[config.mk]
export PLATFORM = sky130hd
export DESIGN_NAME = vr_softstart_seq
export DESIGN_NICKNAME = d
export VERILOG_FILES = /design/src/rtl/vrss_pkg.sv /design/src/rtl/vrss_start_qual.sv /design/src/rtl/vrss_interval_timer.sv /design/src/rtl/vrss_dac_stepper.sv /design/src/rtl/vr_softstart_seq.sv
export SDC_FILE = /design/constraint.sdc
export NUM_CORES = 1
export LEC_CHECK = 0
export BUFFER_PORTS_ARGS = -buffer_cell sky130_fd_sc_hd__buf_2
export CAP_MARGIN = 30
export CORE_UTILIZATION = 50
export DETAILED_ROUTE_END_ITERATION = 10
export GPL_TIMING_DRIVEN = 1
export PLACE_DENSITY = 0.81
export SLEW_MARGIN = 10
export SYNTH_ARGS = -nofsm -noshare
export SYNTH_HDL_FRONTEND = slang
export SYNTH_SLANG_ARGS = --single-unit
[constraint.sdc]
create_clock -name clk -period 6.4 [get_ports clk]
set_clock_uncertainty 0.1 [all_clocks]
set_input_delay 1.28 -clock clk [delete_from_list [all_inputs] [get_ports clk]]
set_output_delay 1.28 -clock clk [all_outputs]
set_load 0.005 [all_outputs]
[src/rtl/vrss_pkg.sv]
package vrss_pkg;
  typedef enum logic [1:0] {
    MODE_BOOT  = 2'b00,
    MODE_DIR6  = 2'b01,
    MODE_DIR5  = 2'b10,
    MODE_DIR6B = 2'b11
  } vrss_mode_e;

  typedef enum logic [2:0] {
    ST_OFF,
    ST_DLY,
    ST_RAMP1,
    ST_HOLD,
    ST_RAMP2,
    ST_PGD,
    ST_DONE,
    ST_PARK
  } vrss_state_e;
endpackage

[src/rtl/vrss_start_qual.sv]
module vrss_start_qual
  import vrss_pkg::*;
#(
  parameter int VIDW = 6,
  parameter int NLW  = 5
) (
  input  logic            bias_ok,
  input  logic            en_ok,
  input  logic            drv_ok,
  input  logic [1:0]      mode,
  input  logic [VIDW-1:0] vid_code,
  output logic            rails_ok,
  output logic            may_start
);
  logic no_load;

  // all three supply/enable conditions
  assign rails_ok = bias_ok & en_ok & drv_ok;

  // no-load code only matters in the 5-bit direct variant
  generate
    if (VIDW >= NLW) begin : g_nl
      assign no_load = (vrss_mode_e'(mode) == MODE_DIR5) && (&vid_code[NLW-1:0]);
    end else begin : g_nl_narrow
      assign no_load = (vrss_mode_e'(mode) == MODE_DIR5) && (&vid_code);
    end
  endgenerate

  assign may_start = rails_ok & ~no_load;
endmodule

[src/rtl/vrss_interval_timer.sv]
module vrss_interval_timer #(
  parameter int CW = 8
) (
  input  logic          clk,
  input  logic          rst_n,
  input  logic          clear,
  input  logic [CW-1:0] limit,
  output logic          expired
);
  logic [CW-1:0] cnt_q;

  assign expired = (cnt_q == (limit - 1'b1));

  always_ff @(posedge clk) begin
    if (!rst_n)       cnt_q <= '0;
    else if (clear)   cnt_q <= '0;
    else if (!expired) cnt_q <= cnt_q + 1'b1;
  end
endmodule

[src/rtl/vrss_dac_stepper.sv]
module vrss_dac_stepper #(
  parameter int DW = 8
) (
  input  logic          clk,
  input  logic          rst_n,
  input  logic          zero,
  input  logic          enable,
  input  logic          tick,
  input  logic [DW-1:0] goal,
  output logic [DW-1:0] dac,
  output logic          at_goal
);
  assign at_goal = (dac == goal);

  // one LSB per tick, toward the goal in either direction
  always_ff @(posedge clk) begin
    if (!rst_n)    dac <= '0;
    else if (zero) dac <= '0;
    else if (enable && tick && !at_goal) begin
      if (dac < goal) dac <= dac + 1'b1;
      else            dac <= dac - 1'b1;
    end
  end
endmodule

[src/rtl/vr_softstart_seq.sv]
module vr_softstart_seq
  import vrss_pkg::*;
#(
  parameter int DW        = 8,
  parameter int VIDW      = 6,
  parameter int BOOT_CODE = 176,
  parameter int T_START   = 110000,
  parameter int T_HOLD    = 9300,
  parameter int T_PG      = 5000
) (
  input  logic            clk,
  input  logic            rst_n,
  input  logic            bias_ok,
  input  logic            en_ok,
  input  logic            drv_ok,
  input  logic [1:0]      mode,
  input  logic [VIDW-1:0] vid_code,
  input  logic [DW-1:0]   tgt_code,
  input  logic            tgt_valid,
  input  logic            ss_tick,
  output logic [DW-1:0]   dac_code,
  output logic            vid_strobe,
  output logic            busy,
  output logic            pgood
);
  localparam int TMAX_A = (T_START > T_HOLD) ? T_START : T_HOLD;
  localparam int TMAX   = (TMAX_A > T_PG) ? TMAX_A : T_PG;
  localparam int CW     = $clog2(TMAX + 1);
  localparam logic [DW-1:0] BOOT_Q = DW'(BOOT_CODE);

  vrss_state_e   state_q, state_d;
  vrss_mode_e    mode_q;
  logic [DW-1:0] tgt_q;
  logic          strobe_q;
  logic          latch_now;
  logic          rails_ok, may_start;
  logic          tmr_exp, tmr_clr;
  logic [CW-1:0] tmr_lim;
  logic [DW-1:0] goal;
  logic          at_goal, ramp_en;

  vrss_start_qual #(.VIDW(VIDW)) u_qual (
    .bias_ok  (bias_ok),
    .en_ok    (en_ok),
    .drv_ok   (drv_ok),
    .mode     (mode),
    .vid_code (vid_code),
    .rails_ok (rails_ok),
    .may_start(may_start)
  );

  always_comb begin
    case (state_q)
      ST_HOLD: tmr_lim = CW'(T_HOLD);
      ST_PGD:  tmr_lim = CW'(T_PG);
      default: tmr_lim = CW'(T_START);
    endcase
  end

  assign tmr_clr = (state_d != state_q) || (state_q == ST_OFF);

  vrss_interval_timer #(.CW(CW)) u_tmr (
    .clk    (clk),
    .rst_n  (rst_n),
    .clear  (tmr_clr),
    .limit  (tmr_lim),
    .expired(tmr_exp)
  );

  assign goal    = (state_q == ST_RAMP1) ? BOOT_Q : tgt_q;
  assign ramp_en = (state_q == ST_RAMP1) || (state_q == ST_RAMP2);

  vrss_dac_stepper #(.DW(DW)) u_step (
    .clk    (clk),
    .rst_n  (rst_n),
    .zero   (!rails_ok),
    .enable (ramp_en),
    .tick   (ss_tick),
    .goal   (goal),
    .dac    (dac_code),
    .at_goal(at_goal)
  );

  // Sequencer: R4..R9, with R10 overriding every state
  always_comb begin
    state_d = state_q;
    if (!rails_ok) begin
      state_d = ST_OFF;
    end else begin
      case (state_q)
        ST_OFF:   if (may_start) state_d = ST_DLY;
        ST_DLY:   if (tmr_exp) state_d = (mode_q == MODE_BOOT) ? ST_RAMP1 : ST_RAMP2;
        ST_RAMP1: if (at_goal) state_d = ST_HOLD;
        ST_HOLD:  if (tmr_exp) state_d = tgt_valid ? ST_RAMP2 : ST_PARK;
        ST_RAMP2: if (at_goal) state_d = ST_PGD;
        ST_PGD:   if (tmr_exp) state_d = ST_DONE;
        default:  state_d = state_q;
      endcase
    end
  end

  // target latch points
  assign latch_now = rails_ok &&
                     (((state_q == ST_OFF) && may_start && (vrss_mode_e'(mode) != MODE_BOOT)) ||
                      ((state_q == ST_HOLD) && tmr_exp));

  always_ff @(posedge clk) begin
    if (!rst_n) begin
      state_q  <= ST_OFF;
      mode_q   <= MODE_BOOT;
      tgt_q    <= '0;
      strobe_q <= 1'b0;
    end else begin
      state_q  <= state_d;
      strobe_q <= latch_now;
      if (state_q == ST_OFF) mode_q <= vrss_mode_e'(mode);
      if (latch_now) tgt_q <= tgt_code;
    end
  end

  assign vid_strobe = strobe_q;
  assign busy       = (state_q != ST_OFF) && (state_q != ST_DONE);
  assign pgood      = (state_q == ST_DONE);
endmodule

==> results.ini, run 1 <==
[status]
outcome = finished, final reports clean

[global_routing]
overflow = 0
grt_start_max_net_pins = 23
grt_pass1_wl_um = 8880
grt_pass1_vias = 2063
grt_use_total = 0.215
antenna_found_initial = 0

[drt]
wire_per_inst_um = 13.3
firstDrtPassIters = 4
drt-initial-drc-count = 67
drc_errors = 0
via_count = 2251
routed_via_density = 5.64
postRouteAntennaNets = 0
drt-total-wl_um = 5310

[die]
die_h_um = 72.6
die-area_mm2 = 0.00528
rows = 25
io_pins = 34
coreArea_mm2 = 0.00475
die_w_um = 72.6
initial_core_util = 0.525

[place]
dp_cells = 390
dp_hpwl_um = 3910
portBuffers = 32
routabilityCongestion = 0.847

[worst_setup_path]
cp.required_ns = 6.53
critPathSlowestCell = dfxtp_1
worstPathArrival_ns = 4.28
cp-end-kind = register
cp_top_family = simple AND/OR/NAND/NOR gates
crit_path_start_kind = register
path_cells = nand2b_1 -> or2_2 -> nand2_1 -> ha_1 -> nor2b_1 -> o211ai_1 -> a21oi_1 -> or3_1 -> ha_1 -> nand3_1 -> o211ai_1 -> o41ai_1 -> or4_1 -> a21oi_1 -> mux2i_1
path_class = reg -> reg
crit_path_max_fanout = 14
crit_buf_inv = 0
critPathMaxStageDelay_ns = 0.60

[finish]
syn2layout_area_growth_pct = 11.0
num-nets-final = 370
antenna_cells = 0
fin_util = 0.582
fin_cells = 399
drive_gt1_frac = 0.169

[synthesis]
syn_avg_cell_area_um2 = 8.10
dominantRegCellSynth = dfxtp_1
yosys_warnings = 0
netlist_area_mm2 = 0.00249
syn_nets = 347
yosys-top-cells-area = dfxtp_1, ha_1, a21oi_1, nor2_1, nand3_1
yosys.cell_count.top_type = dfxtp_1
ys_ff_latch = 39
synth_top_cell_area_share = 0.313
yosysUniqueCellTypes = 58
synth_commonest_cells = dfxtp_1, nor2_1, a21oi_1
netlist_instances = 308
ys_seq_area_frac = 0.313
async_flop_share = 0
synth_edf_count = 0
synth_top_cell_by_area = dfxtp_1

[pwr]
intPower_mw = 0.381
p_sw_frac = 0.238
power_density_mw_per_mm2 = 180
p_clk_frac = 0.420
combinationalPowerShare = 0.087
seqPwrFrac = 0.493
p_leak_nw = 1.01
irDropWorstVdd_uv = 123
p_sw_mw = 0.119
power.total_mw = 0.499

[clock_tree]
clk_path_buf_depth = 2
post_cts_buffers = 0
clock_sinks = 39
clkTransAtPathRegs_ns = 0.08
htreeDepth = 2
clock_latency_ns = 0.30
cts_buffers = 5
tritoncts = built
hold_buffers = 0
cts_resized = 0
clock-root-buffer = clkbuf_8

[timing]
worst-slew-pin-transition_ns = 0.671
min_period_ns = 4.15
finalCritPeriodShare = 0.649
whs_ns = 0.373
relSlewSlack = 0.553
timing.fmax_mhz = 241
final_max_slew_viol_count = 0
rsz0062_at_grt = false
hold_viol_final = 0
fin_tns_setup_ns = 0
finalSetupViolCount = 0

[min_path]
min_path_type = reg -> reg

[run]
cap_violations = 0

[cell usage in the layout (no fill, tap or decap), drive strengths merged, types with 2 or more instances in the layout]
cell type  synthesis  routed
nor3               6       6
clkinv             1       3
a31o               2       2
or3                7       7
or4                9       9
and2               3       3
and3               2       2
o21bai             2       2
nand2b             4       4
inv               11      11
nand3             23      23
nand2             21      21
nor4               2       2
a21oi             30      30
or2                2       2
nand4              6       6
o31ai              7       7
nand4b             2       2
buf                9      33
ha                15      15
a21o               2       2
a21boi             2       2
xor2               4       4
clkbuf             8       5
nor2              33      33
o21ai             18      18
a22oi              2       2
mux2i              8       8
o211ai             2       2
xnor2             10      10
dfxtp             39      39
[cell families after synthesis]
kind of cell,share of synthesized area
simple gates,0.266
compound gates,0.197
flops,0.313
buf+inv,0.0557
fa+ha+maj,0.0873
xor+xnor,0.0491
mux,0.0321
[metrics by stage]
| stage | cell area, µm² | setup WS, ns |
|---|---|---|
| after floorplan | 2490 | 2.59 |
| after global placement | 2650 | 2.35 |
| after detailed placement | 2650 | 2.29 |
| after CTS | 2760 | 2.25 |
| after global routing | 2770 | 1.94 |
| final | 2770 | 2.25 |
[worst min-delay path: cells and delay by family, from the launching register on]
kind               cells  cell delay (ns)
and+or+nand+nor        1             0.06
AOI/OAI and AO/OA      1             0.05
DFF                    1             0.32
[per-layer routing]
layer	track usage	part of all wire	vias up	wire length, µm
met5	0	0	-	0
met4	0.0697	0.0055	0	29
met2	0.376	0.49	45	2590
met1	0.256	0.46	1039	2420
met3	0.0566	0.050	2	268
li1	-	-	1165	-
[registers in the layout (all words and copies together) (netlist names)]
name	count
mode_q	2
vid_strobe	1
u_step.dac	8
tgt_q	8
u_tmr.cnt_q	17
state_q	3
[power by group through the flow]
stage	Clock, mW	Combinational, mW	Sequential, mW
6_report	0.210	0.0434	0.246
5_1_grt	0.221	0.0500	0.246
4_1_cts	0.215	0.0435	0.246
3_5_place_dp	0	0.0433	0.252
3_3_place_gp	0	0.0418	0.252
2_1_floorplan	0	0.0306	0.251
[final cells by class]
class | instances | area [µm²]
Timing Repair Buffer | 33 | 171
Sequential cell | 39 | 781
Clock buffer | 5 | 68.8
Clock inverter | 3 | 43.8
Fill cell | 448 | 1990
Inverter | 12 | 45.0
Tap cell | 67 | 83.8
Multi-Input combinational cell | 240 | 1580
[final timing paths]
path              cells after the start       start  slack (ns)             to
hold reg to reg                       2    tgt_q[6]        0.37       tgt_q[6]
setup / recovery                     15  state_q[1]        2.25  u_step.dac[7]
setup reg to reg                     15  state_q[1]        2.25  u_step.dac[7]
hold / removal                        2    tgt_q[6]        0.37       tgt_q[6]
Power figures use the tool's default switching activity.
==> inputs of run 2 (changes only) <==
==> constraint.sdc (replaced) <==
create_clock -name clk -period 4.3 [get_ports clk]
set_clock_uncertainty 0.1 [all_clocks]
set_input_delay 0.86 -clock clk [delete_from_list [all_inputs] [get_ports clk]]
set_output_delay 0.86 -clock clk [all_outputs]
set_load 0.005 [all_outputs]
==> results.ini, run 2 (synthesis results as in run 1) <==
[drt]
routed_via_density = 5.83  ; +3.4%
via_count = 2345  ; +4.2%
postRouteAntennaNets = 0  ; unchanged
drt-total-wl_um = 5240  ; -1.3%
drt-initial-drc-count = 89  ; +33%
firstDrtPassIters = 4  ; unchanged
wire_per_inst_um = 13.0  ; -2.1%
drc_errors = 0  ; unchanged

[die]
initial_core_util = 0.525  ; unchanged
io_pins = 34  ; unchanged
coreArea_mm2 = 0.00475  ; unchanged
die_w_um = 72.6  ; unchanged
die-area_mm2 = 0.00528  ; unchanged
die_h_um = 72.6  ; unchanged
rows = 25  ; unchanged

[worst_setup_path]
path_cells = nand2b_1 -> or2_2 -> nand2_1 -> ha_1 -> nor2b_1 -> o211ai_1 -> a21oi_1 -> or3_1 -> ha_1 -> nand3_1 -> o211ai_1 -> o41ai_1 -> or4_1 -> a21oi_1 -> mux2i_1
critPathSlowestCell = or3_1
cp_top_family = simple AND/OR/NAND/NOR gates
crit_path_start_kind = register
critPathMaxStageDelay_ns = 0.50  ; -0.10 ns
crit_start = state_q[2]
crit_path_max_fanout = 7  ; -7
crit_buf_inv = 0  ; unchanged
path_class = reg -> reg
worstPathArrival_ns = 3.99  ; -0.29 ns
r2r_start = state_q[2]
cp-end-kind = register
cp.required_ns = 4.43  ; -2.10 ns

[place]
dp_hpwl_um = 3870  ; -1.2%
placed_cell_area_mm2 = 0.00267  ; +0.85%
dp_cells = 393  ; +0.77%
routabilityCongestion = 0.876  ; +3.5%
pre_cts_slack_ns = 0.441  ; -1.85 ns
portBuffers = 32  ; unchanged

[finish]
multi_input_area_mm2 = 0.00158  ; unchanged
layout_commonest_cell = dfxtp_1
syn2layout_area_growth_pct = 10.8
nFillCells = 437  ; -2.5%
largest_reg_flops = 17  ; unchanged
fin_util = 0.581  ; -0.00105
regMostFlops = u_tmr.cnt_q
num-nets-final = 373  ; +0.81%
seq_area_um2 = 781  ; unchanged
layout_common_cells = dfxtp_1, nor2_1, buf_2
antenna_cells = 0  ; unchanged
reg_top3 = u_tmr.cnt_q (17), tgt_q (8), u_step.dac (8)
drive_gt1_frac = 0.173  ; +0.00446
final_area_mm2 = 0.00276  ; -0.18%
fin_cells = 402  ; +0.75%

[pwr]
irDropWorstVdd_uv = 220  ; +78%
power.total_mw = 0.676  ; +35%
p_leak_nw = 1.01  ; about the same
power_density_mw_per_mm2 = 245  ; +36%

[timing]
relSlewSlack = 0.582  ; +0.0295
timing.fmax_mhz = 259  ; +7.5%
finalSetupViolCount = 0  ; unchanged
fin_tns_setup_ns = 0  ; unchanged
whs_ns = 0.369  ; -0.00376 ns
hold_viol_final = 0  ; unchanged
min_period_ns = 3.86  ; -0.289 ns
finalCritPeriodShare = 0.899  ; +0.250
rsz0062_at_grt = false
final_max_slew_viol_count = 0  ; unchanged
fin_ws_ns = 0.435  ; -1.81 ns
worst-slew-pin-transition_ns = 0.622  ; -0.0490 ns

[global_routing]
grt_pass1_wl_um = 8500  ; -4.3%
antenna_found_initial = 0  ; unchanged
overflow = 0  ; unchanged
grt_use_total = 0.205  ; -0.0102
grt_start_max_net_pins = 23  ; unchanged
grt_pass1_vias = 2019  ; -2.1%

[min_path]
min_path_type = reg -> reg
hp-start = tgt_q[6]

[clock_tree]
clock_sinks = 39  ; unchanged
hold_buffers = 0  ; unchanged
post_cts_buffers = 0  ; unchanged
clock-root-buffer = clkbuf_8
cts_resized = 0  ; unchanged
htreeDepth = 2  ; unchanged
cts_buffers = 5  ; unchanged
clkTransAtPathRegs_ns = 0.08  ; about the same
clock_latency_ns = 0.30  ; about the same
clk_path_buf_depth = 2  ; unchanged
tritoncts = built

[status]
outcome = finished, final reports clean

[run]
cap_violations = 0  ; unchanged

[run 2: path summary, 6_finish.rpt]
check	slack (ns)	cells past startpoint	end
min	0.37	2	tgt_q[6]
min reg2reg	0.37	2	tgt_q[6]
max reg2reg	0.44	15	u_step.dac[7]
max	0.44	15	u_step.dac[7]
[run 2: where the power goes]
part           internal (mW)  switching [mW]  leakage, nW
Clock                  0.113           0.132       0.0412
Sequential             0.364         0.00167        0.315
Combinational         0.0294          0.0356        0.652
[run 2: worst reg2reg max path: cells and delay by family, from the launching register on]
family,cells,cell delay (ns)
flip-flops,1,0.31
adder cells (fa/ha/maj),2,0.65
AO/OA/AOI/OAI,5,0.82
AND/OR/NAND/NOR,7,1.72
multiplexers,1,0.20
[run 2: area by class of cell]
cell class / instances / share of cell area
Inverter: 12 / 0.0163
Clock buffer: 6 / 0.0263
Multi-Input combinational cell: 240 / 0.570
Clock inverter: 2 / 0.00453
Tap cell: 67 / 0.0303
Timing Repair Buffer: 36 / 0.0702
Sequential cell: 39 / 0.282
[run 2: layer usage]
layer / share of wire / vias up / track usage
li1: - / 1178 / -
met1: 0.47 / 1105 / 0.250
met2: 0.48 / 55 / 0.362
met3: 0.041 / 7 / 0.0359
met4: 0.014 / 0 / 0.0719
met5: 0 / - / 0
